<file path="src/rtl/exc_entry_pkg.sv">
package exc_entry_pkg;

  localparam int CLS_W     = 6;
  localparam int CODE_W    = 5;
  localparam int GEN_LIMIT = 32;
  localparam int CLS_NMI   = 32;
  localparam int CLS_SRST  = 33;
  localparam int DBG_BASE  = 34;
  localparam int NDBG      = 6;
  localparam int DBG_INT_IDX = 1;

  localparam int CODE_INT  = 0;
  localparam int CODE_TLBL = 2;
  localparam int CODE_TLBS = 3;
  localparam int CODE_CPU  = 11;

  typedef enum logic [1:0] {
    PATH_NONE = 2'd0,
    PATH_GEN  = 2'd1,
    PATH_ERR  = 2'd2,
    PATH_DBG  = 2'd3
  } path_e;

  function automatic logic gen_code_ok(input logic [CODE_W-1:0] c);
    logic ok;
    case (c)
      5'd0, 5'd1, 5'd2, 5'd3, 5'd4, 5'd5, 5'd6, 5'd7,
      5'd8, 5'd9, 5'd10, 5'd11, 5'd12, 5'd13, 5'd15,
      5'd23, 5'd24, 5'd25: ok = 1'b1;
      default:             ok = 1'b0;
    endcase
    return ok;
  endfunction

endpackage

</file>
<file path="src/rtl/exc_class_decode.sv">
module exc_class_decode
  import exc_entry_pkg::*;
(
  input  logic [CLS_W-1:0]  cls_i,
  input  logic              dbg_mode_i,
  output path_e             path_o,
  output logic [CODE_W-1:0] code_o,
  output logic              is_int_o,
  output logic              is_tlb_o,
  output logic              is_cpu_o,
  output logic              is_nmi_o,
  output logic              is_dss_o,
  output logic [NDBG-1:0]   dbg_oh_o
);

  logic [CLS_W-1:0] eff;

  // interrupt raised in debug mode becomes a debug interrupt
  always_comb begin
    if (cls_i == CLS_W'(CODE_INT) && dbg_mode_i)
      eff = CLS_W'(DBG_BASE + DBG_INT_IDX);
    else
      eff = cls_i;
  end

  always_comb begin
    if (eff < CLS_W'(GEN_LIMIT))
      path_o = gen_code_ok(eff[CODE_W-1:0]) ? PATH_GEN : PATH_NONE;
    else if (eff == CLS_W'(CLS_NMI) || eff == CLS_W'(CLS_SRST))
      path_o = PATH_ERR;
    else if (eff >= CLS_W'(DBG_BASE) && eff < CLS_W'(DBG_BASE + NDBG))
      path_o = PATH_DBG;
    else
      path_o = PATH_NONE;
  end

  assign code_o   = eff[CODE_W-1:0];
  assign is_int_o = (path_o == PATH_GEN) && (code_o == CODE_W'(CODE_INT));
  assign is_tlb_o = (path_o == PATH_GEN) &&
                    (code_o == CODE_W'(CODE_TLBL) || code_o == CODE_W'(CODE_TLBS));
  assign is_cpu_o = (path_o == PATH_GEN) && (code_o == CODE_W'(CODE_CPU));
  assign is_nmi_o = (eff == CLS_W'(CLS_NMI));

  for (genvar g = 0; g < NDBG; g++) begin : g_dbg
    assign dbg_oh_o[g] = (path_o == PATH_DBG) && (eff == CLS_W'(DBG_BASE + g));
  end

  assign is_dss_o = dbg_oh_o[0];

endmodule

</file>
<file path="src/rtl/exc_vector_sel.sv">
module exc_vector_sel
  import exc_entry_pkg::*;
#(
  parameter int             XLEN       = 32,
  parameter int             BASE_ALIGN = 10,
  parameter logic [XLEN-1:0] BEV_BASE  = 32'hBFC0_0200,
  parameter logic [XLEN-1:0] ERR_VEC   = 32'hBFC0_0000,
  parameter logic [XLEN-1:0] DBG_VEC   = 32'hBFC0_0480,
  parameter logic [XLEN-1:0] OFF_GEN   = 32'h0000_0180,
  parameter logic [XLEN-1:0] OFF_IRQ   = 32'h0000_0200,
  parameter logic [XLEN-1:0] OFF_REFILL = 32'h0000_0000
) (
  input  path_e            path_i,
  input  logic             is_int_i,
  input  logic             is_tlb_i,
  input  logic             iv_i,
  input  logic             refill_i,
  input  logic             exl_i,
  input  logic             bev_i,
  input  logic [XLEN-1:0]  ebase_i,
  output logic [XLEN-1:0]  vec_o
);

  localparam logic [XLEN-1:0] LOW_MASK =
    {{(XLEN-BASE_ALIGN){1'b0}}, {BASE_ALIGN{1'b1}}};

  logic [XLEN-1:0] base;
  logic [XLEN-1:0] off;

  assign base = bev_i ? BEV_BASE : (ebase_i & ~LOW_MASK);

  always_comb begin
    if (is_int_i && iv_i)
      off = OFF_IRQ;
    else if (is_tlb_i && refill_i && !exl_i)
      off = OFF_REFILL;
    else
      off = OFF_GEN;
  end

  always_comb begin
    case (path_i)
      PATH_GEN: vec_o = base + off;
      PATH_ERR: vec_o = ERR_VEC;
      PATH_DBG: vec_o = DBG_VEC;
      default:  vec_o = '0;
    endcase
  end

endmodule

</file>
<file path="src/rtl/exc_ret_capture.sv">
module exc_ret_capture #(
  parameter int XLEN       = 32,
  parameter int INSN_BYTES = 4
) (
  input  logic [XLEN-1:0] pc_i,
  input  logic            in_ds_i,
  input  logic            plain_i,
  output logic [XLEN-1:0] ret_o
);

  // a fault in a delay slot returns to the branch before it
  assign ret_o = (in_ds_i && !plain_i) ? (pc_i - XLEN'(INSN_BYTES)) : pc_i;

endmodule

</file>
<file path="src/rtl/exc_entry.sv">
module exc_entry
  import exc_entry_pkg::*;
#(
  parameter int              XLEN       = 32,
  parameter int              INSN_BYTES = 4,
  parameter int              BASE_ALIGN = 10,
  parameter logic [XLEN-1:0] BEV_BASE   = 32'hBFC0_0200,
  parameter logic [XLEN-1:0] ERR_VEC    = 32'hBFC0_0000,
  parameter logic [XLEN-1:0] DBG_VEC    = 32'hBFC0_0480,
  parameter logic [XLEN-1:0] OFF_GEN    = 32'h0000_0180,
  parameter logic [XLEN-1:0] OFF_IRQ    = 32'h0000_0200,
  parameter logic [XLEN-1:0] OFF_REFILL = 32'h0000_0000
) (
  input  logic              clk,
  input  logic              rst,
  input  logic              req_i,
  input  logic [5:0]        cls_i,
  input  logic [XLEN-1:0]   pc_i,
  input  logic              in_ds_i,
  input  logic              refill_i,
  input  logic [1:0]        cop_i,
  input  logic              exl_i,
  input  logic              bev_i,
  input  logic              iv_i,
  input  logic              dbg_mode_i,
  input  logic [XLEN-1:0]   ebase_i,
  output logic              ack_o,
  output logic              err_o,
  output logic [XLEN-1:0]   next_pc_o,
  output logic              epc_we_o,
  output logic [XLEN-1:0]   epc_o,
  output logic              errepc_we_o,
  output logic [XLEN-1:0]   errepc_o,
  output logic              depc_we_o,
  output logic [XLEN-1:0]   depc_o,
  output logic              bd_we_o,
  output logic              bd_o,
  output logic              code_we_o,
  output logic [4:0]        code_o,
  output logic              ce_we_o,
  output logic [1:0]        ce_o,
  output logic              exl_set_o,
  output logic              erl_set_o,
  output logic              bev_set_o,
  output logic              nmi_set_o,
  output logic              srst_set_o,
  output logic [5:0]        dbg_type_o,
  output logic              dbg_mode_set_o,
  output logic              kern_o,
  output logic              ds_clr_o
);

  path_e             path;
  logic [CODE_W-1:0] code;
  logic              is_int, is_tlb, is_cpu, is_nmi, is_dss;
  logic [NDBG-1:0]   dbg_oh;
  logic [XLEN-1:0]   vec;
  logic [XLEN-1:0]   ret;

  exc_class_decode u_dec (
    .cls_i      (cls_i),
    .dbg_mode_i (dbg_mode_i),
    .path_o     (path),
    .code_o     (code),
    .is_int_o   (is_int),
    .is_tlb_o   (is_tlb),
    .is_cpu_o   (is_cpu),
    .is_nmi_o   (is_nmi),
    .is_dss_o   (is_dss),
    .dbg_oh_o   (dbg_oh)
  );

  exc_vector_sel #(
    .XLEN       (XLEN),
    .BASE_ALIGN (BASE_ALIGN),
    .BEV_BASE   (BEV_BASE),
    .ERR_VEC    (ERR_VEC),
    .DBG_VEC    (DBG_VEC),
    .OFF_GEN    (OFF_GEN),
    .OFF_IRQ    (OFF_IRQ),
    .OFF_REFILL (OFF_REFILL)
  ) u_vec (
    .path_i   (path),
    .is_int_i (is_int),
    .is_tlb_i (is_tlb),
    .iv_i     (iv_i),
    .refill_i (refill_i),
    .exl_i    (exl_i),
    .bev_i    (bev_i),
    .ebase_i  (ebase_i),
    .vec_o    (vec)
  );

  exc_ret_capture #(
    .XLEN       (XLEN),
    .INSN_BYTES (INSN_BYTES)
  ) u_ret (
    .pc_i    (pc_i),
    .in_ds_i (in_ds_i),
    .plain_i (is_dss),
    .ret_o   (ret)
  );

  always_ff @(posedge clk) begin
    if (rst) begin
      ack_o          <= 1'b0;
      err_o          <= 1'b0;
      next_pc_o      <= '0;
      epc_we_o       <= 1'b0;
      epc_o          <= '0;
      errepc_we_o    <= 1'b0;
      errepc_o       <= '0;
      depc_we_o      <= 1'b0;
      depc_o         <= '0;
      bd_we_o        <= 1'b0;
      bd_o           <= 1'b0;
      code_we_o      <= 1'b0;
      code_o         <= '0;
      ce_we_o        <= 1'b0;
      ce_o           <= '0;
      exl_set_o      <= 1'b0;
      erl_set_o      <= 1'b0;
      bev_set_o      <= 1'b0;
      nmi_set_o      <= 1'b0;
      srst_set_o     <= 1'b0;
      dbg_type_o     <= '0;
      dbg_mode_set_o <= 1'b0;
      kern_o         <= 1'b0;
      ds_clr_o       <= 1'b0;
    end else begin
      ack_o          <= 1'b0;
      err_o          <= 1'b0;
      epc_we_o       <= 1'b0;
      errepc_we_o    <= 1'b0;
      depc_we_o      <= 1'b0;
      bd_we_o        <= 1'b0;
      code_we_o      <= 1'b0;
      ce_we_o        <= 1'b0;
      exl_set_o      <= 1'b0;
      erl_set_o      <= 1'b0;
      bev_set_o      <= 1'b0;
      nmi_set_o      <= 1'b0;
      srst_set_o     <= 1'b0;
      dbg_type_o     <= '0;
      dbg_mode_set_o <= 1'b0;
      kern_o         <= 1'b0;
      ds_clr_o       <= 1'b0;
      if (req_i) begin
        if (path == PATH_NONE) begin
          err_o <= 1'b1;
        end else begin
          ack_o     <= 1'b1;
          kern_o    <= 1'b1;
          ds_clr_o  <= 1'b1;
          next_pc_o <= vec;
          case (path)
            PATH_GEN: begin
              code_we_o <= 1'b1;
              code_o    <= code;
              if (is_cpu) begin
                ce_we_o <= 1'b1;
                ce_o    <= cop_i;
              end
              if (!exl_i) begin
                epc_we_o  <= 1'b1;
                epc_o     <= ret;
                bd_we_o   <= 1'b1;
                bd_o      <= in_ds_i;
                exl_set_o <= 1'b1;
              end
            end
            PATH_ERR: begin
              errepc_we_o <= 1'b1;
              errepc_o    <= ret;
              erl_set_o   <= 1'b1;
              bev_set_o   <= 1'b1;
              nmi_set_o   <= is_nmi;
              srst_set_o  <= !is_nmi;
              if (!exl_i) begin
                bd_we_o <= 1'b1;
                bd_o    <= 1'b0;
              end
            end
            default: begin
              depc_we_o      <= 1'b1;
              depc_o         <= ret;
              dbg_type_o     <= dbg_oh;
              dbg_mode_set_o <= 1'b1;
              if (!exl_i) begin
                bd_we_o <= 1'b1;
                bd_o    <= 1'b0;
              end
            end
          endcase
        end
      end
    end
  end

  // with EXL already set, a general exception leaves EPC and BD alone
  assert_exl_keeps_epc_R5: assert property (@(posedge clk) disable iff (rst)
    (req_i && exl_i && cls_i < 6'd32 && !(cls_i == 6'd0 && dbg_mode_i))
      |=> (!epc_we_o && !bd_we_o && !exl_set_o));

  assert_one_return_R2: assert property (@(posedge clk) disable iff (rst)
    $onehot0({epc_we_o, errepc_we_o, depc_we_o}));

  assert_err_quiet_R11: assert property (@(posedge clk) disable iff (rst)
    err_o |-> (!ack_o && !code_we_o && !epc_we_o && !errepc_we_o &&
               !depc_we_o && !bd_we_o && $stable(next_pc_o)));

  assert_dbg_onehot_R8: assert property (@(posedge clk) disable iff (rst)
    $onehot0(dbg_type_o) && (dbg_mode_set_o == (dbg_type_o != 6'd0)));

  assert_idle_quiet_R12: assert property (@(posedge clk) disable iff (rst)
    !req_i |=> (!ack_o && !err_o && $stable(next_pc_o)));

  assert_entry_kernel_R2: assert property (@(posedge clk) disable iff (rst)
    (req_i && cls_i == 6'd8) |=> (ack_o && kern_o && ds_clr_o && code_we_o));

endmodule

</file>
<file path="config.mk">
export PLATFORM = sky130hd
export DESIGN_NAME = exc_entry
export DESIGN_NICKNAME = d
export VERILOG_FILES = /design/src/rtl/exc_entry_pkg.sv /design/src/rtl/exc_class_decode.sv /design/src/rtl/exc_vector_sel.sv /design/src/rtl/exc_ret_capture.sv /design/src/rtl/exc_entry.sv
export SDC_FILE = /design/constraint.sdc
export NUM_CORES = 1
export LEC_CHECK = 0
export BUFFER_PORTS_ARGS = -buffer_cell sky130_fd_sc_hd__clkbuf_2
export CAP_MARGIN = 5
export CORE_MARGIN = 5
export CORE_UTILIZATION = 54
export CTS_BUF_LIST = sky130_fd_sc_hd__clkbuf_8
export CTS_CLUSTER_DIAMETER = 100
export DETAILED_ROUTE_END_ITERATION = 16
export GPL_ROUTABILITY_DRIVEN = 0
export PLACE_DENSITY_LB_ADDON = 0.05
export SLEW_MARGIN = 20
export SYNTH_ARGS = -nofsm -noshare
export SYNTH_HDL_FRONTEND = slang
export SYNTH_SLANG_ARGS = --single-unit
</file>
<file path="constraint.sdc">
create_clock -name clk -period 8.72 [get_ports clk]
set_clock_uncertainty 0.2 [all_clocks]
set_input_delay 0 -clock clk [delete_from_list [all_inputs] [get_ports clk]]
set_output_delay 0 -clock clk [all_outputs]
set_load 0.005 [all_outputs]
</file>
======== Word level (Yosys, flattened, before mapping) ========
Memory sizes are Yosys's and may differ from the RTL's.
Index checks and enable logic that the tools add are counted.
operators by class
  reductions and logical operators ........ 36
  divide/modulo/power cells ............... 0
  add/sub/neg operators ................... 2
  multiply operators ...................... 0
  equal/unequal tests ..................... 14
  bitwise gates (word level) .............. 6
  multiplexer cells ....................... 21
  magnitude comparators ................... 3
  shifts and indexed selects .............. 0
operator list
  operator                                                               count
  32-bit case mux with 3 select lines                                    1
  32-bit two-way mux                                                     2
  6-bit == test (second input constant)                                  8
  32-bit adder                                                           1
  32-bit by 3-bit subtractor with 32-bit output (second input constant)  1
  1-bit logical AND                                                      15
  6-bit less-than comparator (second input constant)                     2
  1-bit two-way mux                                                      12
  3-bit AND reduction                                                    4
  5-bit by 2-bit == test with 1-bit output (second input constant)       2
  10-bit two-way mux                                                     1
  9-bit two-way mux                                                      1
  4-bit AND reduction                                                    2
  4-bit OR reduction                                                     2
  6-bit >= comparator (second input constant)                            1
  6-bit zero test                                                        1
  2-bit two-way mux                                                      3
  6-bit two-way mux                                                      1
  1-bit NOT                                                              6
  5-bit by 4-bit == test with 1-bit output (second input constant)       1
  5-bit zero test                                                        1
  5-bit OR reduction                                                     1
  2-bit == test (second input constant)                                  2
  2-bit OR reduction                                                     2
  other kinds (6)                                                        9
word-level totals
  output and inout bits ................... 158
  ROM bits ................................ 32
  memory bits (writable) .................. 0
  bits in latches ......................... 0
  bits in registers ....................... 152
  memories kept ........................... 1
memories
  name             words  width  rd ports  clocked after Yosys merged registers in  wr ports  RTL line             text
  (no name shown)  32     1      1         0                                        0         exc_entry_pkg.sv:26  case (c)

======== Logic depth before layout (Yosys ltp) ========
Gate-level depths: netlist of the first run.
  depth after elaboration ................. 16
  gate-level depth with buffers ........... 13

======== By module ========
From an unflattened synthesis of the first run, not the netlist that was laid out.
unflattened totals
  cell total of the unflattened synthesis .. 894
  area total of the unflattened synthesis .. 7033.0 um^2
by module, submodules not included
  module            seq. area each (um^2)  cells each  area each (um^2)  instances
  exc_entry         3042.9                 643         5300.1            1
  exc_ret_capture   0.0                    92          760.7             1
  exc_vector_sel    0.0                    118         729.4             1
  exc_class_decode  0.0                    41          242.7             1

======== Least setup slack after synthesis of the first run ========
Ideal clock, no wire load.
  path kind ............................... input port to flip-flop
  start point ............................. input port cls_i[2]
  end point ............................... register next_pc_o[30]
  slack ................................... 5.856 ns
  buffers on the path ..................... 2
  stages on the path ...................... 13
  arrival time ............................ 2.542 ns
  data required time ...................... 8.398 ns
  cells stage by stage .................... clkbuf_1 nand2b_1 a22o_1 or3_1 clkbuf_1 nor2_1 ha_1 nand4_1 nor2_1 nand4_1 nor3b_1 nor4b_1 a221o_1
on the way
  cells in the longest elaborated chain, start to end .. 16
RTL lines
  what                                                   RTL line                text
  from (decl)                                            exc_entry.sv:17         input logic [5:0] cls_i,
  6-bit zero test                                        exc_class_decode.sv:20  if (cls_i == CLS_W'(CODE_INT) && dbg_mode_i)
  1-bit logical AND                                      exc_class_decode.sv:20
  6-bit two-way mux (*)                                  exc_class_decode.sv:20
  branches (longest 13 deep; another with 32-bit adder)  --
  to (signal assigned)                                   exc_entry.sv:155        next_pc_o <= vec;
  to (decl)                                              exc_entry.sv:29         output logic [XLEN-1:0] next_pc_o,
Every way passes the cells marked *. The select of a mux whose other input is x is not followed.
A chain may end at the register's enable or synchronous reset.

======== Final worst setup path of the first run ========
  start point ............................. input port cls_i[1]
  end point ............................... register next_pc_o[31]
Same word-level chain as after synthesis.

==> run_results.csv, run 1 <==
group,metric,value,unit
die,die_area,13500,µm²
worst_setup_path,path_delay_family,"simple AND/OR/NAND/NOR gates",
synth,avgSynthCellArea,8.33,µm²
synth,syn_area,6080,µm²
global_routing,grt_pass1_wl,31300,µm
route,route.detailed.drc,0,
sta,fin_crit,4610,ps
power,switching_share,26.8,%
route,wl_per_cell,17.0,µm
die,floorplan.initialDensity,55.6,%
sta,finalSetupViolCount,0,
power,p_comb_share,13.2,%
worst_setup_path,cp.depth,15,
finish,mostFrequentLayoutCells,"clkbuf_2 (220), nor2_1 (165), dfxtp_1 (145)",
synth,synthCells,730,
route,vias,6554,
worst_setup_path,crit_arrival,4800,ps
sta,worst_pin_slew,1010,ps
global_routing,grt_overflow,0,
finish,postLayoutCoreUtil,79.1,%
clocking,clock_sinks,145,
finish,stdcell_area,8640,µm²
die,core_area,10900,µm²
placed_design,placed_cells,1039,
worst_setup_path,crit_required,8900,ps
finish,final_common_cell,"clkbuf_2",
power,vdd_ir_drop_max,0.105,mV
finish,filler_cell_count,737,
clocking,path_clk_slew,80,ps
worst_setup_path,startpoint_type,"input pin",
sta,timing.final.crit_share,52.9,%
power,p_int,1.04,mW
global_routing,first_global_vias,6434,
worst_setup_path,cpMostUsedCell,"dlygate4sd3_1",
synth,yosysSeqAreaShare,47.8,%
synth,synth_warnings,0,
synth,synth-edff-count,0,
route,routed_wl,20000,µm
sta,rsz0062_at_grt,"false",
sta,hold_slack,159,ps
synth,ys.flop_type,"dfxtp_1",
sta,max_slew_margin,31.7,%
placed_design,pre_cts_ws,5450,ps
worst_setup_path,crit_chain,"dlygate4sd3_1, clkbuf_2, nor2b_1, a22o_1, or3_1, nor2_1, ha_1, nand4_1, nor2_1, nand4_1, nor3_1, xnor2_1, dlygate4sd3_1, a211oi_1, dlygate4sd3_1",
sta,report.final.slew_viol_count,0,
global_routing,track_usage,29.4,%
placed_design,place_area,7140,µm²
worst_setup_path,path_class,"in2reg",
worst_setup_path,critPathSlowestCell,"dlygate4sd3_1",
route,drt-initial-drc-count,534,
clocking,post-cts-setup-buffers,0,
clocking,clockRootBuffer,"clkbuf_8",
die,ios,239,
clocking,cts_max_path_buffers,2,
sta,setup_tns,0,ps
worst_setup_path,r2r_cells,5,
clocking,htreeDepth,4,
synth,ys_seq_elements,145,
route,first_pass_iters,5,
finish,drive_gt1_share,26.1,%
power,p_total,1.42,mW
power,power.density,164,nW/µm²
power,p_clk_share,37.7,%
power,p_leak,3.64,nW
finish,syn_to_final_growth,42.2,%
die,die_h,116,µm
sta,setup_slack,4110,ps
synth,yosysTopAreaCellShare,47.8,%
min_path,whs_path_depth,4,
worst_setup_path,endpoint_kind,"flip-flop",
global_routing,grt_max_degree,69,
synth,synth.area.top_cells,"dfxtp_1 (48%), nor2_1 (10%), a211oi_1 (7.2%)",
finish,multi_input_area,2890,µm²
route,vias_per_cell,5.56,
placed_design,detailed_place_hpwl,12800,µm
sta,hold_violations,0,
finish,layout.nets,1108,
clocking,worstSkewPairLatency,430,ps
global_routing,antenna_found_initial,0,
flow_run,maxCapViolCount,0,
synth,synth_top_cell_by_area,"dfxtp_1",
die,fp.dieW,116,µm
clocking,cts_tree,"yes",
power,p_sw,379,µW
route,route.antenna.remaining_nets,0,
clocking,cts_buffers,17,
finish,layout.cells.non_filler,1178,
min_path,worstHoldPathType,"in2reg",
worst_setup_path,path_buf_inv,4,
status,outcome,"finished clean",
synth,synth_cell_types,51,
die,fp-row-count,38,
placed_design,port_buffers,221,
worst_setup_path,cp_slowest_stage_delay,570,ps
sta,fmax,0.217,GHz
finish,antenna_cells,0,
worst_setup_path,cp_max_fo,16,
power,seq_power_share,49.1,%
finish,seqCellArea,2900,µm²
synth,async_flop_share,0,%
==> per-layer routing <==
| layer | GRT usage, % | vias to the layer above | routed length, µm |
|---|---|---|---|
| li1 | - | 3103 | - |
| met1 | 35.0 | 3076 | 8110 |
| met2 | 49.3 | 317 | 9660 |
| met3 | 8.55 | 58 | 1600 |
| met4 | 13.4 | 0 | 610 |
| met5 | 0 | - | 0 |
==> repair_timing <==
action	4_1_cts	5_1_grt
resized for setup	0	0
hold endpoints to repair	142	0
setup endpoints to repair	0	0
hold buffers	105	0
==> worst reg2reg max path, delay by kind of cell, from the launching register on <==
kind,cells,cell delay (ps)
flip-flops,1,330
AO/OA/AOI/OAI,3,310
buffers and inverters,2,1190
==> path summary, 6_finish.rpt <==
path | from | to | slack (ps)
setup reg to reg | next_pc_o[27] | next_pc_o[27] | 6580
setup / recovery | cls_i[1] | next_pc_o[31] | 4110
hold reg to reg | code_o[2] | code_o[2] | 270
hold / removal | pc_i[1] | epc_o[1] | 160
==> area by class of cell <==
class	instances	share of cell area, %
Sequential cell	145	33.6
Multi-Input combinational cell	519	33.4
Timing Repair Buffer	332	25.9
Clock buffer	18	2.87
Tap cell	140	2.03
Clock inverter	14	1.78
Inverter	10	0.434
==> sequential cells by signal (all words and copies together), names as in the netlist <==
signal          flops
code_we_o           1
srst_set_o          1
depc_o             32
code_o              5
bd_o                1
next_pc_o          25
err_o               1
epc_o              32
errepc_o           32
dbg_type_o          6
ce_we_o             1
ce_o                2
bd_we_o             1
nmi_set_o           1
ds_clr_o            1
dbg_mode_set_o      1
bev_set_o           1
exl_set_o           1
==> cells by family (layout without fill, tap and decap cells) <==
logic type / Yosys count / count (layout) / share of synthesized area [%]
compound gates: 105 / 105 / 12.2
flops: 145 / 145 / 47.8
buf+inv: 72 / 374 / 5.39
fa+ha+maj: 2 / 2 / 0.412
xor+xnor: 43 / 43 / 6.20
mux: 3 / 3 / 0.494
other cells: 1 / 7 / 0.0617
simple gates: 359 / 359 / 27.5
==> synth_stat cells, types with 4 or more instances <==
cell type  number
a211oi_1       58
a21oi_1        15
a22oi_1         6
buf_4          13
clkbuf_1       45
dfxtp_1       145
inv_1          10
nand2_1        43
nand2b_1        4
nand3_1        12
nand4_1         7
nor2_1        167
nor2b_1         5
nor3_1         72
nor4_1         10
o21ai_0         8
or2_2           4
or3_1          11
or4_1           4
xnor2_1        21
xor2_1         22
==> power groups by stage <==
stage               clock (mW)  combinational [mW]  sequential [mW]
floorplan                    0              0.0779            0.710
global placement             0               0.138            0.709
detailed placement           0               0.143            0.710
CTS                      0.540               0.181            0.694
global route             0.573               0.203            0.697
finish                   0.534               0.187            0.695
Power figures use the tool's default switching activity.
==> run 2, diff against run 1 <==
--- a/config.mk
+++ b/config.mk
@@ -8,7 +8,7 @@
 export BUFFER_PORTS_ARGS = -buffer_cell sky130_fd_sc_hd__clkbuf_2
 export CAP_MARGIN = 5
 export CORE_MARGIN = 5
-export CORE_UTILIZATION = 54
+export CORE_UTILIZATION = 50
 export CTS_BUF_LIST = sky130_fd_sc_hd__clkbuf_8
 export CTS_CLUSTER_DIAMETER = 100
 export DETAILED_ROUTE_END_ITERATION = 16
==> constraint.sdc (replaced) <==
create_clock -name clk -period 4.5 [get_ports clk]
set_clock_uncertainty 0.2 [all_clocks]
set_input_delay 0 -clock clk [delete_from_list [all_inputs] [get_ports clk]]
set_output_delay 0 -clock clk [all_outputs]
set_load 0.005 [all_outputs]
==> run_results.csv, run 2 (synthesis results as in run 1) <==
group,metric,value,unit
global_routing,grt_max_degree,79,
finish,largestRegisters,"depc_o (32), epc_o (32), errepc_o (32)",
finish,final_common_cell,"clkbuf_2",
status,outcome,"finished clean",
worst_setup_path,endpoint_kind,"flip-flop",
power,p_leak,3.69,nW
route,route.antenna.remaining_nets,0,
clocking,cts_max_path_buffers,2,
route,vias_per_cell,5.43,
finish,filler_cell_count,911,
clocking,post-cts-setup-buffers,0,
route,wl_per_cell,16.4,µm
placed_design,port_buffers,221,
sta,max_slew_margin,34.2,%
global_routing,first_global_vias,6234,
finish,seqCellArea,2900,µm²
finish,multi_input_area,2890,µm²
die,ios,239,
placed_design,detailed_place_hpwl,12800,µm
clocking,htreeDepth,4,
clocking,clockRootBuffer,"clkbuf_8",
finish,mostFrequentLayoutCells,"clkbuf_2 (220), nor2_1 (165), dfxtp_1 (145)",
power,vdd_ir_drop_max,0.211,mV
worst_setup_path,cp_max_fo,16,
worst_setup_path,crit_required,4650,ps
die,fp-row-count,40,
die,fp.dieW,120,µm
finish,drive_gt1_share,25.8,%
sta,fin_crit,3950,ps
global_routing,track_usage,26.6,%
sta,report.final.slew_viol_count,0,
sta,hold_violations,0,
clocking,cts_tree,"yes",
sta,timing.final.crit_share,87.9,%
route,route.detailed.drc,0,
power,power.density,323,nW/µm²
die,die_h,120,µm
sta,setup_tns,0,ps
clocking,worstSkewPairLatency,440,ps
power,p_total,2.84,mW
route,vias,6473,
clocking,cts_resized,0,
sta,finalSetupViolCount,0,
clocking,cts_buffers,17,
global_routing,grt_pass1_wl,31000,µm
worst_setup_path,path_class,"in2reg",
route,drt-initial-drc-count,533,
sta,setup_slack,545,ps
global_routing,grt_overflow,0,
global_routing,antenna_found_initial,0,
placed_design,pre_cts_ws,1190,ps
worst_setup_path,crit_arrival,4100,ps
clocking,path_clk_slew,80,ps
min_path,worstHoldPathType,"in2reg",
flow_run,maxCapViolCount,0,
sta,fmax,0.253,GHz
die,floorplan.initialDensity,50.8,%
sta,rsz0062_at_grt,"false",
die,core_area,12000,µm²
route,routed_wl,19600,µm
sta,worst_pin_slew,984,ps
finish,syn_to_final_growth,44.4,%
finish,layout.nets,1115,
route,first_pass_iters,5,
die,die_area,14500,µm²
worst_setup_path,startpoint_type,"input pin",
clocking,postCtsHoldBufs,112,
finish,postLayoutCoreUtil,73.4,%
clocking,clock_sinks,145,
## run 2: changes by cell type in the layout (fill, tap and decap cells not counted), sizes merged
| cell | delta |
|---|---|
| dlygate4sd3 | +7 |
| clkinv | -3 |
| bufinv | +2 |
| clkinvlp | +2 |
| inv | -2 |
| clkbuf | +1 |
| diode | +1 |
## run 2: through the flow
step / cells / instance area [µm²] / hold WS (ps)
after floorplan: 736 / 6100 / -121
after global placement: 1046 / 7150 / 41.7
after detailed placement: 1046 / 7150 / 54.1
after CTS: 1190 / 8720 / 140
after global routing: 1192 / 8770 / 168
final: 1193 / 8780 / 159
## run 2: worst paths after layout
kind              slack (ps)          start            end  cells past startpoint
setup / recovery         550       cls_i[1]  next_pc_o[31]                     14
hold / removal           160        pc_i[0]    errepc_o[0]                      4
setup reg to reg        2380  next_pc_o[27]  next_pc_o[27]                      5
hold reg to reg          260  next_pc_o[14]  next_pc_o[14]                      2
## run 2: where the power goes
part	switching [mW]	total, mW	internal (mW)
clock	0.496	1.13	0.634
combinational	0.189	0.359	0.170
sequential	0.0233	1.35	1.32
total	0.709	2.84	2.13
## run 2: routing by layer
metal / wire, µm / part of all wire (%) / GRT usage [%]
met1: 8220 / 42 / 32.9
met3: 1480 / 7.5 / 6.36
met2: 9320 / 48 / 44.5
met4: 589 / 3.0 / 10.8
met5: 0 / 0 / 0
## run 2: layout make-up
| class | instances | area share [%] |
|---|---|---|
| Sequential cell | 145 | 33.1 |
| Clock inverter | 13 | 2.10 |
| Tap cell | 147 | 2.10 |
| Clock buffer | 19 | 2.98 |
| Antenna cell | 1 | 0.0285 |
| Multi-Input combinational cell | 519 | 32.9 |
| Timing Repair Buffer | 339 | 26.4 |
| Inverter | 10 | 0.428 |
## run 2: worst max-delay path, cell delays in order
cell           delay [ps]
dlygate4sd3_1         530
clkbuf_2              240
nor2b_1               210
a22o_1                260
or3_1                 510
nor2_1                190
ha_1                  160
nand4_1               210
nor2_1                350
nand4_1               260
nor3_1                280
xnor2_1                80
dlygate4sd3_1         560
a211oi_1              240
